`src/rtl/onehot_alu_pkg.sv`:
```
package onehot_alu_pkg;

  typedef enum logic [2:0] {
    OP_ADD   = 3'd0,
    OP_SUB   = 3'd1,
    OP_AND   = 3'd2,
    OP_XOR   = 3'd3,
    OP_SHL   = 3'd4,
    OP_SHR   = 3'd5,
    OP_PASSB = 3'd6,
    OP_NONE  = 3'd7
  } aluOp_e;

  // One-hot unit selects plus the adder's subtract strobe
  typedef struct packed {
    logic invertB;
    logic selArith;
    logic selAnd;
    logic selXor;
    logic selShl;
    logic selShr;
    logic selPass;
  } aluStrobes_t;

endpackage

```
`src/rtl/alu_ctrl.sv`:
```
module alu_ctrl
  import onehot_alu_pkg::*;
#(
  parameter int WIDTH = 16,
  localparam int SHW = $clog2(WIDTH)
) (
  input  logic [2:0]       opcode,
  input  logic [SHW-1:0]   shAmt,
  output aluStrobes_t      strobes,
  output logic [WIDTH-1:0] shiftSel
);

  // Opcode decoder: at most one unit select line is active
  always_comb begin
    strobes = '0;
    case (aluOp_e'(opcode))
      OP_ADD:   strobes.selArith = 1'b1;
      OP_SUB: begin
        strobes.selArith = 1'b1;
        strobes.invertB  = 1'b1;
      end
      OP_AND:   strobes.selAnd   = 1'b1;
      OP_XOR:   strobes.selXor   = 1'b1;
      OP_SHL:   strobes.selShl   = 1'b1;
      OP_SHR:   strobes.selShr   = 1'b1;
      OP_PASSB: strobes.selPass  = 1'b1;
      default:  strobes = '0;
    endcase
  end

  // Shift-amount decoder: one line per distance
  for (genvar k = 0; k < WIDTH; k++) begin : g_shdec
    assign shiftSel[k] = (shAmt == SHW'(k));
  end

endmodule

```
`src/rtl/alu_ripple_adder.sv`:
```
module alu_ripple_adder #(
  parameter int WIDTH = 16
) (
  input  logic [WIDTH-1:0] a,
  input  logic [WIDTH-1:0] b,
  input  logic             cin,
  output logic [WIDTH-1:0] sum,
  output logic             cout,
  output logic             signedOvf
);

  logic [WIDTH:0] carry;

  assign carry[0] = cin;

  for (genvar i = 0; i < WIDTH; i++) begin : g_fa
    // sum bit is odd parity, carry is majority
    assign sum[i]     = a[i] ^ b[i] ^ carry[i];
    assign carry[i+1] = (a[i] & b[i]) | (a[i] & carry[i]) | (b[i] & carry[i]);
  end

  assign cout      = carry[WIDTH];
  assign signedOvf = carry[WIDTH] ^ carry[WIDTH-1];

endmodule

```
`src/rtl/alu_datapath.sv`:
```
module alu_datapath
  import onehot_alu_pkg::*;
#(
  parameter int WIDTH = 16
) (
  input  logic [WIDTH-1:0] opA,
  input  logic [WIDTH-1:0] opB,
  input  aluStrobes_t      strobes,
  input  logic [WIDTH-1:0] shiftSel,
  output logic [WIDTH-1:0] result,
  output logic             carryOut,
  output logic             overflow
);

  logic [WIDTH-1:0] bEff;
  logic [WIDTH-1:0] sumRes;
  logic             addCout;
  logic             addOvf;
  logic [WIDTH-1:0] andRes;
  logic [WIDTH-1:0] xorRes;
  logic [WIDTH-1:0] shlRes;
  logic [WIDTH-1:0] shrRes;
  logic [WIDTH-1:0] shlTerm [WIDTH];
  logic [WIDTH-1:0] shrTerm [WIDTH];

  // Subtract reuses the adder: invert B and carry in a one
  assign bEff = opB ^ {WIDTH{strobes.invertB}};

  alu_ripple_adder #(.WIDTH(WIDTH)) u_adder (
    .a         (opA),
    .b         (bEff),
    .cin       (strobes.invertB),
    .sum       (sumRes),
    .cout      (addCout),
    .signedOvf (addOvf)
  );

  assign andRes = opA & opB;
  assign xorRes = opA ^ opB;

  // One-hot shifters: bit i ORs select k with the input bit k places away
  for (genvar i = 0; i < WIDTH; i++) begin : g_shbit
    for (genvar k = 0; k < WIDTH; k++) begin : g_shterm
      if (k <= i) begin : g_lhit
        assign shlTerm[i][k] = shiftSel[k] & opA[i-k];
      end else begin : g_lzero
        assign shlTerm[i][k] = 1'b0;
      end
      if (i + k < WIDTH) begin : g_rhit
        assign shrTerm[i][k] = shiftSel[k] & opA[i+k];
      end else begin : g_rzero
        assign shrTerm[i][k] = 1'b0;
      end
    end
    assign shlRes[i] = |shlTerm[i];
    assign shrRes[i] = |shrTerm[i];
  end

  // One-hot AND-OR result selector
  assign result = ({WIDTH{strobes.selArith}} & sumRes)
                | ({WIDTH{strobes.selAnd}}   & andRes)
                | ({WIDTH{strobes.selXor}}   & xorRes)
                | ({WIDTH{strobes.selShl}}   & shlRes)
                | ({WIDTH{strobes.selShr}}   & shrRes)
                | ({WIDTH{strobes.selPass}}  & opB);

  assign carryOut = strobes.selArith & addCout;
  assign overflow = strobes.selArith & addOvf;

endmodule

```
`src/rtl/onehot_alu.sv`:
```
module onehot_alu
  import onehot_alu_pkg::*;
#(
  parameter int WIDTH = 16,
  localparam int SHW = $clog2(WIDTH)
) (
  input  logic [WIDTH-1:0] opA,
  input  logic [WIDTH-1:0] opB,
  input  logic [2:0]       opcode,
  output logic [WIDTH-1:0] result,
  output logic             carryOut,
  output logic             overflow
);

  aluStrobes_t      strobes;
  logic [WIDTH-1:0] shiftSel;

  alu_ctrl #(.WIDTH(WIDTH)) u_ctrl (
    .opcode   (opcode),
    .shAmt    (opB[SHW-1:0]),
    .strobes  (strobes),
    .shiftSel (shiftSel)
  );

  alu_datapath #(.WIDTH(WIDTH)) u_dp (
    .opA      (opA),
    .opB      (opB),
    .strobes  (strobes),
    .shiftSel (shiftSel),
    .result   (result),
    .carryOut (carryOut),
    .overflow (overflow)
  );

endmodule

```
`config.mk`:
```
export PLATFORM = sky130hd
export DESIGN_NAME = onehot_alu
export DESIGN_NICKNAME = d
export VERILOG_FILES = /design/src/rtl/onehot_alu_pkg.sv /design/src/rtl/alu_ctrl.sv /design/src/rtl/alu_ripple_adder.sv /design/src/rtl/alu_datapath.sv /design/src/rtl/onehot_alu.sv
export SDC_FILE = /design/constraint.sdc
export NUM_CORES = 1
export LEC_CHECK = 0
export CAP_MARGIN = 30
export CORE_MARGIN = 8
export CORE_UTILIZATION = 30
export DETAILED_ROUTE_END_ITERATION = 10
export DONT_BUFFER_PORTS = 1
export PLACE_DENSITY_LB_ADDON = 0.15
export SLEW_MARGIN = 20
export SYNTH_ARGS = -nofsm -noshare
export SYNTH_HDL_FRONTEND = slang
export SYNTH_HIERARCHICAL = 1
export SYNTH_SLANG_ARGS = --single-unit
```
`constraint.sdc`:
```
create_clock -name vclk -period 9.4
set_input_delay 0 -clock vclk [all_inputs]
set_output_delay 0 -clock vclk [all_outputs]
set_load 0.01 [all_outputs]
```
Word level (Yosys, flattened, before mapping)
Index checks and enable logic that the tools add are counted. W data, S select, Z words.

Memories: 0. RAM bits: 0. Flip-flop bits (word level): 0. Bits of input ports: 35. Word-level logic and storage cells: 390. Output and inout port bits: 18. ROM bits: 0. Bits in latches: 0.

Div/mod/pow operators: 0. Reductions and logical operators: 33. Eq/ne operators: 21. Mux-type cells: 7. Bitwise operators: 329. $lt $le $gt $ge: 0. Shift-type cells: 0. $add $sub $neg: 0. Multipliers: 0.

Operators by type and width (number): $and A1 B1 Y1 (250); $and A16 B16 Y16 (7); $or A16 B16 Y16 (5); $xor A1 B1 Y1 (33); $eq A4 B4 Y1 const B (8); $or A1 B1 Y1 (32); $reduce_or A16 Y1 (2); $xor A16 B16 Y16 (2); $reduce_or A15 Y1 (2); $reduce_or A14 Y1 (2); $reduce_or A13 Y1 (2); $reduce_or A12 Y1 (2); $reduce_or A11 Y1 (2); $reduce_or A10 Y1 (2); $reduce_or A9 Y1 (2); $eq A4 B3 Y1 const B (4); $reduce_or A8 Y1 (2); $reduce_or A7 Y1 (2); $reduce_or A6 Y1 (2); $reduce_or A5 Y1 (2); $eq A3 B3 Y1 const B (3); $eq A4 B2 Y1 const B (2); $reduce_or A4 Y1 (2); $mux W1 (7); other kinds (7) (11).

Depth between registers and ports, before layout
Gate-level depths: netlist of run 1.

Depth in word-level cells: 55. Depth in mapped cells: 25. Gate-level depth less buffers: 24.

Cells and area by module
Netlist of run 1, hierarchy kept.

By module, submodules not included: alu_datapath (sequential area each 0.0 um^2, cells each 364, area each 2277.2 um^2, instances 1); alu_ripple_adder (sequential area each 0.0 um^2, cells each 27, area each 366.6 um^2, instances 1); alu_ctrl (sequential area each 0.0 um^2, cells each 27, area each 329.1 um^2, instances 1).

Least setup slack after synthesis of run 1
No wires, ideal clock.

Path type: input port to output port. From: input opcode[2]. To: output result[15]. Path buffers: 1. Setup slack: 2543 ps. Arrival: 6857 ps. Data required time: 9400 ps. Stages: 25. Cells stage by stage: nor3b_1 buf_2 xor2_1 inv_1 fa_1 inv_1 fa_1 fa_1 fa_1 fa_1 fa_1 fa_1 fa_1 fa_1 fa_1 fa_1 fa_1 fa_1 fa_1 fa_1 inv_1 fa_1 inv_1 a22oi_1 o2111ai_1.

Longest elaborated chain between the ends: 55. Elaborated cells on any way between the ends: 104. Those cells by class: eq/ne: 6; mux: 7; bitwise: 89; reduce/logical: 2.

RTL lines: start: declaration (RTL line onehot_alu.sv:9) `input logic [2:0] opcode,`; $eq A3 B1 Y1 (*) (RTL line alu_ctrl.sv:16) `case (aluOp_e'(opcode))`; $mux W1 (*) (RTL line alu_ctrl.sv:16); $xor A16 B16 Y16 (*) (RTL line alu_datapath.sv:27) `assign bEff = opB ^ {WIDTH{strobes.invertB}};`; via u_dp.bEff[0] (RTL line alu_datapath.sv:15) `logic [WIDTH-1:0] bEff;`; $and A1 B1 Y1 (RTL line alu_ripple_adder.sv:19) `assign carry[i+1] = (a[i] & b[i]) | (a[i] & carry[i]) | (b[i] & carry[i]);`; $or A1 B1 Y1 (RTL line alu_ripple_adder.sv:19); $or A1 B1 Y1 (*) (RTL line alu_ripple_adder.sv:19); $and A1 B1 Y1 (RTL line alu_ripple_adder.sv:19); (+41 left out); $xor A1 B1 Y1 (*) (RTL line alu_ripple_adder.sv:18) `assign sum[i] = a[i] ^ b[i] ^ carry[i];`; via u_dp.sumRes[15] (RTL line alu_datapath.sv:16) `logic [WIDTH-1:0] sumRes;`; $and A16 B16 Y16 (*) (RTL line alu_datapath.sv:60) `assign result = ({WIDTH{strobes.selArith}} & sumRes)`; $or A16 B16 Y16 (*) (RTL line alu_datapath.sv:61) `| ({WIDTH{strobes.selAnd}} & andRes)`; $or A16 B16 Y16 (*) (RTL line alu_datapath.sv:62) `| ({WIDTH{strobes.selXor}} & xorRes)`; $or A16 B16 Y16 (*) (RTL line alu_datapath.sv:63) `| ({WIDTH{strobes.selShl}} & shlRes)`; $or A16 B16 Y16 (*) (RTL line alu_datapath.sv:64) `| ({WIDTH{strobes.selShr}} & shrRes)`; $or A16 B16 Y16 (*) (RTL line alu_datapath.sv:65) `| ({WIDTH{strobes.selPass}} & opB);`; end: declaration (RTL line onehot_alu.sv:10) `output logic [WIDTH-1:0] result,`.

Mark *: on every way through the listed nets, which the timed path passes. The rest lies on a longest branch.

Final worst setup path of run 1
Same ends and word-level chain as after synthesis.

==> results of run 1 <==
-- per-layer routing --
layer  vias to the layer above  share of wire
met2                       232           0.45
li1                       1515              -
met5                         -              0
met4                         0          0.019
met3                        24           0.12
met1                      1725           0.41
-- synth_stat cells --
| library cell | instances | area share |
|---|---|---|
| a41o_1 | 1 | 0.0034 |
| and2_1 | 2 | 0.0042 |
| buf_2 | 21 | 0.035 |
| nor4_2 | 1 | 0.0042 |
| ha_1 | 16 | 0.067 |
| nor3b_1 | 3 | 0.0076 |
| nor4b_4 | 4 | 0.032 |
| o2111ai_1 | 7 | 0.021 |
| clkbuf_2 | 2 | 0.0034 |
| o21ai_0 | 6 | 0.010 |
| a221o_1 | 3 | 0.010 |
| inv_1 | 11 | 0.014 |
| a22oi_1 | 85 | 0.21 |
| buf_1 | 2 | 0.0025 |
| xnor2_1 | 1 | 0.0029 |
| nand2_1 | 90 | 0.11 |
| and3_1 | 4 | 0.0084 |
| fa_1 | 16 | 0.11 |
| and4bb_1 | 4 | 0.017 |
| nor2_1 | 1 | 0.0013 |
| a221oi_2 | 2 | 0.010 |
| nor3_1 | 5 | 0.0084 |
| and4b_1 | 4 | 0.013 |
| and3b_1 | 3 | 0.0088 |
| clkbuf_1 | 28 | 0.035 |
| buf_6 | 6 | 0.023 |
| a222oi_1 | 9 | 0.030 |
| nand4_1 | 30 | 0.063 |
| and4_1 | 2 | 0.0059 |
| nand3_1 | 21 | 0.035 |
| and4bb_2 | 2 | 0.0084 |
| o41ai_1 | 1 | 0.0029 |
| a22o_1 | 6 | 0.018 |
| nor4_1 | 1 | 0.0021 |
| o41ai_2 | 1 | 0.0055 |
| xor2_1 | 16 | 0.047 |
| o31ai_1 | 1 | 0.0025 |
-- power by group --
group	switching, mW	leakage, nW	internal [mW]
logic	0.0689	1.13	0.0489
registers	0	0	0
clock network	0	0	0
total	0.0689	1.13	0.0489
-- cell families (layout without fill, tap and decap cells) --
kind of cell / Yosys count / in the layout
simple gates: 177 / 177
compound gates: 122 / 122
buf+inv: 70 / 20
fa+ha+maj: 32 / 32
xor+xnor: 17 / 17
-- stage by stage --
| stage | total power, mW | instance area (sq um) |
|---|---|---|
| 2_1_floorplan | 0.102 | 2970 |
| 3_3_place_gp | 0.114 | 2910 |
| 3_5_place_dp | 0.115 | 2930 |
| 4_1_cts | 0.116 | 2930 |
| 5_1_grt | 0.130 | 2940 |
| 6_report | 0.118 | 2940 |
-- worst paths after layout --
kind              startpoint         end  slack, ns  cells after the start
setup / recovery   opcode[2]  result[15]       2.10                     25
hold / removal       opB[14]  result[14]       0.18                      2
-- final cells by class --
class              instances  area (sq um)  area share
multi-input cells        348          2660       0.903
repair buffers             9          78.8      0.0268
well taps                133           166      0.0566
inverters                 11          41.3      0.0140
-- worst max-delay path: stages --
cell	delay, ns
nor3b_2	0.16
buf_4	0.30
xor2_1	0.10
inv_1	0.08
fa_1	0.17
inv_1	0.05
fa_1	0.37
fa_1	0.39
fa_1	0.40
fa_1	0.40
fa_1	0.40
fa_1	0.42
fa_1	0.40
fa_1	0.41
fa_1	0.41
fa_1	0.40
fa_1	0.40
fa_1	0.39
fa_1	0.39
fa_1	0.42
inv_1	0.09
fa_1	0.41
inv_1	0.06
a22oi_1	0.07
o2111ai_1	0.20
==> summary.md, run 1 <==
| Metric | Value |
|---|---|
| Post-Layout Cell Count | `501` |
| Die extent in y | `116 um` |
| Starting Density | `0.307` |
| Port bufs | `0` |
| Core Area | `9680 sq um` |
| WL final | `12800 um` |
| Post-synthesis mux area share | `0` |
| Via/cell ratio | `6.98` |
| Initial antenna violation count | `0` |
| Global-route wire length before repair | `20300 um` |
| Setup Buffers After CTS | `0` |
| All-Layer GR Usage | `0.188` |
| Minimum clock period after layout | `7.30 ns` |
| Max VDD drop | `0.0221 mV` |
| Final HPWL DP | `8780 um` |
| CP required | `9.40 ns` |
| Worst-path fanout max | `17` |
| Compound-Gate Fraction of Synth Area | `0.328` |
| Sequential Area | `0 sq um` |
| Post-Syn Instances | `418` |
| Die width | `116 um` |
| Post-CTS Resized | `0` |
| Crit Path Class | `input port to output port` |
| WHS | `0.177 ns` |
| Syn avg cell area | `7.11 sq um` |
| Final Cycle Share | `0.777` |
| Grt ovf | `0` |
| Post-Synth XOR/XNOR Area | `0.0501` |
| Largest net degree at the start of global routing | `26` |
| Commonest non-fill, non-tap cells in the layout | `90 x nand2_1, 85 x a22oi_1, 30 x nand4_1` |
| Number of global-route vias before repair | `3341` |
| Detailed-route wire length per cell | `25.5 um` |
| Sequential area share after synthesis | `0` |
| Final-layout clock buffer total | `0` |
| Synth Net Count | `485` |
| Met1 global-route usage | `0.267` |
| Seq_cells | `0` |
| Setup crit end kind | `output port` |
| Gr busiest metal | `met2` |
| Share of cells above drive strength 1 | `0.0571` |
| Synth unique cells | `37` |
| Critical path startpoint category | `input port` |
| Row Count | `36` |
| Drt pass-1 iters | `8` |
| Hold crit path type | `input port to output port` |
| WP data arrival | `7.30 ns` |
| Worst rel slew slack | `0.460` |
| Power Density | `40.0 nW/um^2` |
| Fin. Hold Viols | `0` |
| Max-cap violations | `0` |
| Commonest non-fill, non-tap cell in the layout | `nand2_1` |
| Top Ports | `53` |
| Final core occ | `0.304` |
| Status | `finished clean` |
| Leakage power | `1.13 nW` |
| Antenna-violating nets left | `0` |
| Synth Warn # | `6` |
| Hold buffer count at CTS | `0` |
| Gp weighted congestion | `0.857` |
| Cell area after synthesis | `2970 sq um` |
| DR iter-0 viols | `668` |
| Post-Place Worst Slack | `2.12 ns` |
| Ant. Diodes | `0` |
| Met2 global-route usage | `0.289` |
| Layout net count | `437` |
| Final WS setup | `2.10 ns` |
| Fmax | `137 MHz` |
| Final setup viols | `0` |
| FILL cells | `1059` |
| Placed Cells | `500` |
| Routed via count | `3496` |
| Global-route met3 utilization | `0.0323` |
| Worst Tran Pin Value | `0.809 ns` |
| Area Growth Syn to Fin | `-1.05%` |
| Setup TNS | `0 ns` |
| Largest family of logic cells by synthesized area | `simple AND/OR/NAND/NOR gates` |
| Slew Viols, Final | `0` |
| # DRC | `0` |
| RSZ-0062 raised after global routing | `no` |
| Synth Area in Simple Gates | `0.334` |
| Area share of fa/ha/maj cells after synthesis | `0.175` |
| DIE AREA | `13400 sq um` |
Power figures use the tool's default switching activity.
==> run 2: changes to the inputs <==
- clock period: 9.4 -> 6.65 ns (I/O delays scaled with it)
==> run 2 against run 1 <==
Combinational power up 43%; sequential share of layout area unchanged; wire length up 1.3%; global-route usage down 0.14 points; non-clock buffer count unchanged; via count up 0.17%; die area unchanged; sequential cell count unchanged; critical endpoint unchanged; largest power group unchanged.
==> summary.md, run 2 (same netlist as run 1, synthesis figures left out) <==
| Metric | Value |
|---|---|
| Drt pass-1 iters | `6 (was 8)` |
| Final HPWL DP | `8680 um (was 8780 um)` |
| Number of global-route vias before repair | `3237 (was 3341)` |
| Port bufs | `0 (unchanged)` |
| Slew Viols, Final | `0 (unchanged)` |
| Via/cell ratio | `6.99 (was 6.98)` |
| Minimum clock period after layout | `6.35 ns` |
| Core Area | `9680 sq um (unchanged)` |
| CP max-delay cell | `fa_1 (unchanged)` |
| Worst-path fanout max | `7 (was 17)` |
| Setup TNS | `0 ns (unchanged)` |
| Row Count | `36 (unchanged)` |
| Share of total power in the clock network | `0 (about the same)` |
| Fin. Hold Viols | `0 (unchanged)` |
| Net Sw Power | `97.3 uW (was 68.9 uW)` |
| Flop pwr share | `0 (about the same)` |
| Largest net degree at the start of global routing | `26 (unchanged)` |
| Routed via count | `3502 (was 3496)` |
| Critical path startpoint category | `input port (unchanged)` |
| WL final | `12900 um (was 12800 um)` |
| WHS | `0.188 ns (was 0.177 ns)` |
| Final WS setup | `0.301 ns (was 2.10 ns)` |
| Max VDD drop | `0.0269 mV (was 0.0221 mV)` |
| Detailed-route wire length per cell | `25.8 um (was 25.5 um)` |
| Leakage power | `1.13 nW (about the same)` |
| Global-route wire length before repair | `20000 um (was 20300 um)` |
| Antenna-violating nets left | `0 (unchanged)` |
| Switch share | `0.576 (was 0.585)` |
| Area Growth Syn to Fin | `0.337% (was -1.05%)` |
| # DRC | `0 (unchanged)` |
| Final core occ | `0.308 (was 0.304)` |
| CP cell instances | `nor3b_4 > xor2_1 > inv_1 > fa_1 > inv_1 > fa_1 > fa_1 > fa_2 > fa_2 > fa_2 > fa_2 > fa_2 > fa_2 > fa_2 > fa_2 > fa_1 > fa_2 > fa_2 > fa_2 > inv_1 > fa_1 > inv_1 > a22oi_1 > o2111ai_2` |
| Power Density | `56.7 nW/um^2 (was 40.0 nW/um^2)` |
| Die extent in y | `116 um (unchanged)` |
| Final-layout clock buffer total | `0 (unchanged)` |
| DIE AREA | `13400 sq um (unchanged)` |
| Status | `finished clean (unchanged)` |
| Fmax | `157 MHz` |
| Share of cells above drive strength 1 | `0.0897 (was 0.0571)` |
| Crit Path Class | `input port to output port (unchanged)` |
| Worst Tran Pin Value | `0.970 ns (was 0.809 ns)` |
| Die width | `116 um (unchanged)` |
| Critical Path Max Stage Delay | `0.40 ns (was 0.42 ns)` |
| Gp weighted congestion | `0.834 (was 0.857)` |
| Ant. Diodes | `0 (unchanged)` |
| Max-cap violations | `0 (unchanged)` |
| DR iter-0 viols | `629 (was 668)` |
| Setup crit end kind | `output port (unchanged)` |
| Internal power | `71.7 uW (was 48.9 uW)` |
| Final setup viols | `0 (unchanged)` |
| Hold crit path type | `input port to output port (unchanged)` |
| Sequential Area | `0 sq um (unchanged)` |
| WP data arrival | `6.35 ns (was 7.30 ns)` |
| Initial antenna violation count | `0 (unchanged)` |
| Commonest non-fill, non-tap cell in the layout | `nand2_1 (unchanged)` |
| RSZ-0062 raised after global routing | `no (unchanged)` |
| Grt ovf | `0 (unchanged)` |
| Cell mode on critical path | `fa_2 (was fa_1)` |
| Layout net count | `437 (unchanged)` |
| Gate power share | `1.000 (about the same)` |
| CP required | `6.65 ns (was 9.40 ns)` |
| Commonest non-fill, non-tap cells in the layout | `90 x nand2_1, 85 x a22oi_1, 30 x nand4_1 (unchanged)` |
| Setup Buffers After CTS | `0 (unchanged)` |
| Starting Density | `0.307 (unchanged)` |
| Worst rel slew slack | `0.351 (was 0.460)` |
| Final Cycle Share | `0.955` |
| Seq_cells | `0 (unchanged)` |
| Post-Place Worst Slack | `-0.162 ns (was 2.12 ns)` |
| Top Ports | `53 (unchanged)` |
| All-Layer GR Usage | `0.187 (was 0.188)` |
## run 2: changes by cell type in the layout (fill, tap and decap cells not counted)
cell | before | now
nor3b_2 | 2 | 0
o2111ai_2 | 0 | 1
fa_1 | 16 | 5
fa_2 | 0 | 11
clkbuf_8 | 0 | 1
buf_4 | 6 | 8
nor3b_4 | 0 | 2
buf_6 | 3 | 0
o2111ai_1 | 7 | 6
## run 2: layer usage
layer / GRT usage / wire, um
met3: 0.0443 / 1630
met1: 0.272 / 5540
met2: 0.273 / 5550
met5: 0 / 0
met4: 0.0271 / 197
## run 2: metrics by stage
step | cells | total power, mW | instance area (sq um)
floorplan | 418 | 0.146 | 2990
global placement | 500 | 0.164 | 2930
detailed placement | 500 | 0.164 | 2940
CTS | 500 | 0.166 | 2960
global route | 501 | 0.188 | 2980
finish | 501 | 0.169 | 2980
## run 2: power by group through the flow
stage                     Combinational [mW]  Clock [mW]  Sequential, mW
after floorplan                        0.146           0               0
after global placement                 0.164           0               0
after detailed placement               0.164           0               0
after CTS                              0.166           0               0
after global routing                   0.188           0               0
final                                  0.169           0               0
## run 2: layout make-up
type                       count  area [sq um]
multi-input combinational    348          2700
fill                        1075          6700
tap                          133           166
timing repair buffer           9          73.8
inverter                      11          41.3
## run 2: what timing repair did
action / in CTS / in global routing
gates resized for setup: 5 / 5
hold buffers: 0 / 0
pin swaps: 1 / 1
endpoints found under the setup margin: 2 / 2
## run 2: worst max-delay path, delay by kind of cell
| family | cells | cell delay [ns] |
|---|---|---|
| simple gates | 1 | 0.19 |
| xor+xnor | 1 | 0.08 |
| buf+inv | 4 | 0.26 |
| compound gates | 2 | 0.21 |
| fa+ha+maj | 16 | 5.58 |
## run 2: worst paths after layout
check,from,to,cells past startpoint
worst max-delay path,opcode[2],result[15],24
worst min-delay path,opB[15],result[15],2
==> run 3: changes to the inputs <==
- SYNTH_HIERARCHICAL: 1 -> unset
==> run 3 against run 2 <==
The run now ends with negative setup slack left; cell count rose by 21%; power up 57%; setup slack worse by 0.36 ns; combinational power is 57% higher; sequential cell count unchanged; sequential share of layout area unchanged; clock-buffer cell count unchanged; wire length increased by 34%; core utilization about the same; critical path depth is 1 lower; critical endpoint unchanged; largest cell class unchanged.
==> summary.md, run 3 <==
| Metric | Value |
|---|---|
| Worst Tran Pin Value | `0.743 ns (was 0.970 ns)` |
| WHS | `0.0391 ns (was 0.188 ns)` |
| Syn avg cell area | `7.21 sq um (was 7.11 sq um)` |
| RSZ-0062 raised after global routing | `yes (was no)` |
| Max-cap violations | `0 (unchanged)` |
| Grt ovf | `0 (unchanged)` |
| Total chip power | `266 uW (was 169 uW)` |
| Area contributors post-synth | `fa_1 8.2%, mux2i_1 6.3%, ha_1 5.4% (was a22oi_1 21%, nand2_1 11%, fa_1 11%)` |
| Final-layout clock buffer total | `0 (unchanged)` |
| Synth Net Count | `576 (was 485)` |
| Leakage power | `1.28 nW (was 1.13 nW)` |
| Layout net count | `529 (was 437)` |
| Global-route wire length before repair | `25900 um (was 20000 um)` |
| Area share of the largest cell type after synthesis | `0.0817 (was 0.215)` |
| Row Count | `40 (was 36)` |
| Final setup viols | `1 (was 0)` |
| Detailed-route wire length per cell | `28.4 um (was 25.8 um)` |
| Top Ports | `53 (unchanged)` |
| Setup TNS | `-0.0637 ns (was 0 ns)` |
| Status | `complete, but fails checks (was finished clean)` |
| Via/cell ratio | `6.93 (was 6.99)` |
| Failing checks | `negative setup slack` |
| Most frequent cell after synthesis | `nand2_1 (unchanged)` |
| Final HPWL DP | `12500 um (was 8680 um)` |
| FILL cells | `1321 (was 1075)` |
| Final WS setup | `-0.0637 ns (was 0.301 ns)` |
| Commonest non-fill, non-tap cell in the layout | `nand2_1 (unchanged)` |
| Gp weighted congestion | `0.903 (was 0.834)` |
| Commonest non-fill, non-tap cells in the layout | `43 x nand2_1, 28 x a21oi_1, 24 x nor2b_1, 24 x nor2_1, 23 x mux2i_1 (was 90 x nand2_1, 85 x a22oi_1, 30 x nand4_1)` |
| Slew Viols, Final | `0 (unchanged)` |
| WL final | `17300 um (was 12900 um)` |
| Worst Setup EP | `result[15] (unchanged)` |
| Post-Syn Instances | `510 (was 418)` |
| CP cell instances | `and2b_2 > nor2b_4 > xnor2_2 > fa_2 > fa_2 > fa_2 > fa_2 > fa_2 > fa_2 > fa_2 > fa_2 > fa_2 > fa_2 > fa_2 > fa_2 > fa_2 > fa_2 > fa_2 > nor2b_1 > a21oi_1 > nor2_1 > a21oi_1 > o211ai_1 (was nor3b_4 > xor2_1 > inv_1 > fa_1 > inv_1 > fa_1 > fa_1 > fa_2 > fa_2 > fa_2 > fa_2 > fa_2 > fa_2 > fa_2 > fa_2 > fa_1 > fa_2 > fa_2 > fa_2 > inv_1 > fa_1 > inv_1 > a22oi_1 > o2111ai_2)` |
| Port bufs | `0 (unchanged)` |
| Area Growth Syn to Fin | `0.715% (was 0.337%)` |
| Area after DPL | `3670 sq um (was 2940 sq um)` |
| All-Layer GR Usage | `0.205 (was 0.187)` |
| Synth top cells by count | `45 x nand2_1, 29 x a21oi_1, 27 x buf_2, 25 x nor2b_1, 24 x nor2_1 (was 90 x nand2_1, 85 x a22oi_1, 30 x nand4_1, 28 x clkbuf_1)` |
| Ant. Diodes | `0 (unchanged)` |
| Share of cells above drive strength 1 | `0.106 (was 0.0897)` |
| Die extent in y | `127 um (was 116 um)` |
| Minimum clock period after layout | `6.71 ns (was 6.35 ns)` |
| Number of global-route vias before repair | `4092 (was 3237)` |
| Cell area after synthesis | `3680 sq um (was 2970 sq um)` |
| Max VDD drop | `0.0378 mV (was 0.0269 mV)` |
| Crit Path Class | `input port to output port (unchanged)` |
| Synth unique cells | `68 (was 37)` |
| Worst-path fanout max | `26 (was 7)` |
| Multi-input logic area | `3430 sq um (was 2700 sq um)` |
| Hold crit path type | `input port to output port (unchanged)` |
| Setup crit end kind | `output port (unchanged)` |
| Synth Warn # | `0 (was 6)` |
| Worst setup startpoint | `opcode[2] (unchanged)` |
| Routed via count | `4214 (was 3502)` |
| CP max-delay cell | `fa_2 (was fa_1)` |
| Antenna-violating nets left | `0 (unchanged)` |
| Post-Layout Cell Count | `608 (was 501)` |
| Seq_cells | `0 (unchanged)` |
| WP data arrival | `6.71 ns (was 6.35 ns)` |
| Worst rel slew slack | `0.500 (was 0.351)` |
| Sequential Area | `0 sq um (unchanged)` |
| Initial antenna violation count | `0 (unchanged)` |
| Placed Cells | `606 (was 500)` |
| Final instance area | `3700 sq um (was 2980 sq um)` |
| Cell taking the most area after synthesis | `fa_1 (was a22oi_1)` |
| Fin. Hold Viols | `0 (unchanged)` |
| DR iter-0 viols | `658 (was 629)` |
| Core Area | `12000 sq um (was 9680 sq um)` |
| Drt pass-1 iters | `10 (was 6)` |
| # DRC | `0 (unchanged)` |
| DIE AREA | `16100 sq um (was 13400 sq um)` |
| Final Cycle Share | `1.01 (was 0.955)` |
| Largest net degree at the start of global routing | `79 (was 26)` |
| Die width | `127 um (was 116 um)` |
| Sequential area share after synthesis | `0 (unchanged)` |
| CP required | `6.65 ns (about the same)` |
| Critical path startpoint category | `input port (unchanged)` |
| Cell mode on critical path | `fa_2 (unchanged)` |
| Fmax | `149 MHz (was 157 MHz)` |
| Critical Path Max Stage Delay | `0.52 ns (was 0.40 ns)` |
| Starting Density | `0.306 (was 0.307)` |
| Power Density | `71.9 nW/um^2 (was 56.7 nW/um^2)` |
run 3: critical path: cells and delay by family:
family / cells / cell delay [ns]
compound gates: 3 / 0.25
fa+ha+maj: 15 / 5.74
xor+xnor: 1 / 0.09
simple gates: 4 / 0.62
run 3: layer usage:
| metal | up-vias | global-route usage | routed length, um |
|---|---|---|---|
| met4 | 0 | 0.0805 | 888 |
| met2 | 301 | 0.333 | 7660 |
| met1 | 1965 | 0.250 | 6570 |
| li1 | 1873 | - | - |
| met5 | - | 0 | 0 |
| met3 | 75 | 0.0591 | 2170 |
run 3: worst min-delay path by stage:
| stage | start | endpoint | slack (ns) | cells past startpoint |
|---|---|---|---|---|
| 6_report | opcode[2] | overflow | 0.04 | 1 |
| 2_1_floorplan | opB[4] | result[4] | 0.14 | 2 |
| 3_5_place_dp | opcode[1] | overflow | 0.04 | 1 |
| 5_1_grt | opcode[2] | overflow | 0.04 | 1 |
| 3_3_place_gp | opcode[1] | overflow | 0.04 | 1 |
| 4_1_cts | opcode[1] | overflow | 0.04 | 1 |
run 3: report_power, final:
group | internal (mW) | leakage [nW] | switching, mW
clock network | 0 | 0 | 0
registers | 0 | 0 | 0
logic | 0.119 | 1.28 | 0.147
total | 0.119 | 1.28 | 0.147
run 3: timing repair:
item	CTS	global route
setup endpoints to repair	1	3
pin swaps	1	2
gates resized for setup	2	2
setup buffers	0	1
hold buffers	0	0
run 3: logic make-up (layout without fill, tap and decap cells):
family,count (synthesis),count (layout),share of synthesized area
XOR/XNOR,16,16,0.0381
AND/OR/NAND/NOR,170,170,0.242
adder cells (fa/ha/maj),31,31,0.136
AO/OA/AOI/OAI,193,193,0.380
multiplexers,35,35,0.115
buffers and inverters,65,16,0.0892
run 3: area by class of cell:
cell class | instances | share of cell area
inverter | 7 | 0.00710
multi-input combinational | 445 | 0.926
tap | 147 | 0.0497
timing repair buffer | 9 | 0.0176
run 3: stage by stage:
| step | setup WS (ns) | utilization |
|---|---|---|
| 6_report | -0.0637 | 0.308 |
| 5_1_grt | -0.325 | 0.308 |
| 4_1_cts | -0.114 | 0.307 |
| 3_5_place_dp | -0.161 | 0.306 |
| 3_3_place_gp | -0.0855 | 0.306 |
| 2_1_floorplan | -0.372 | - |
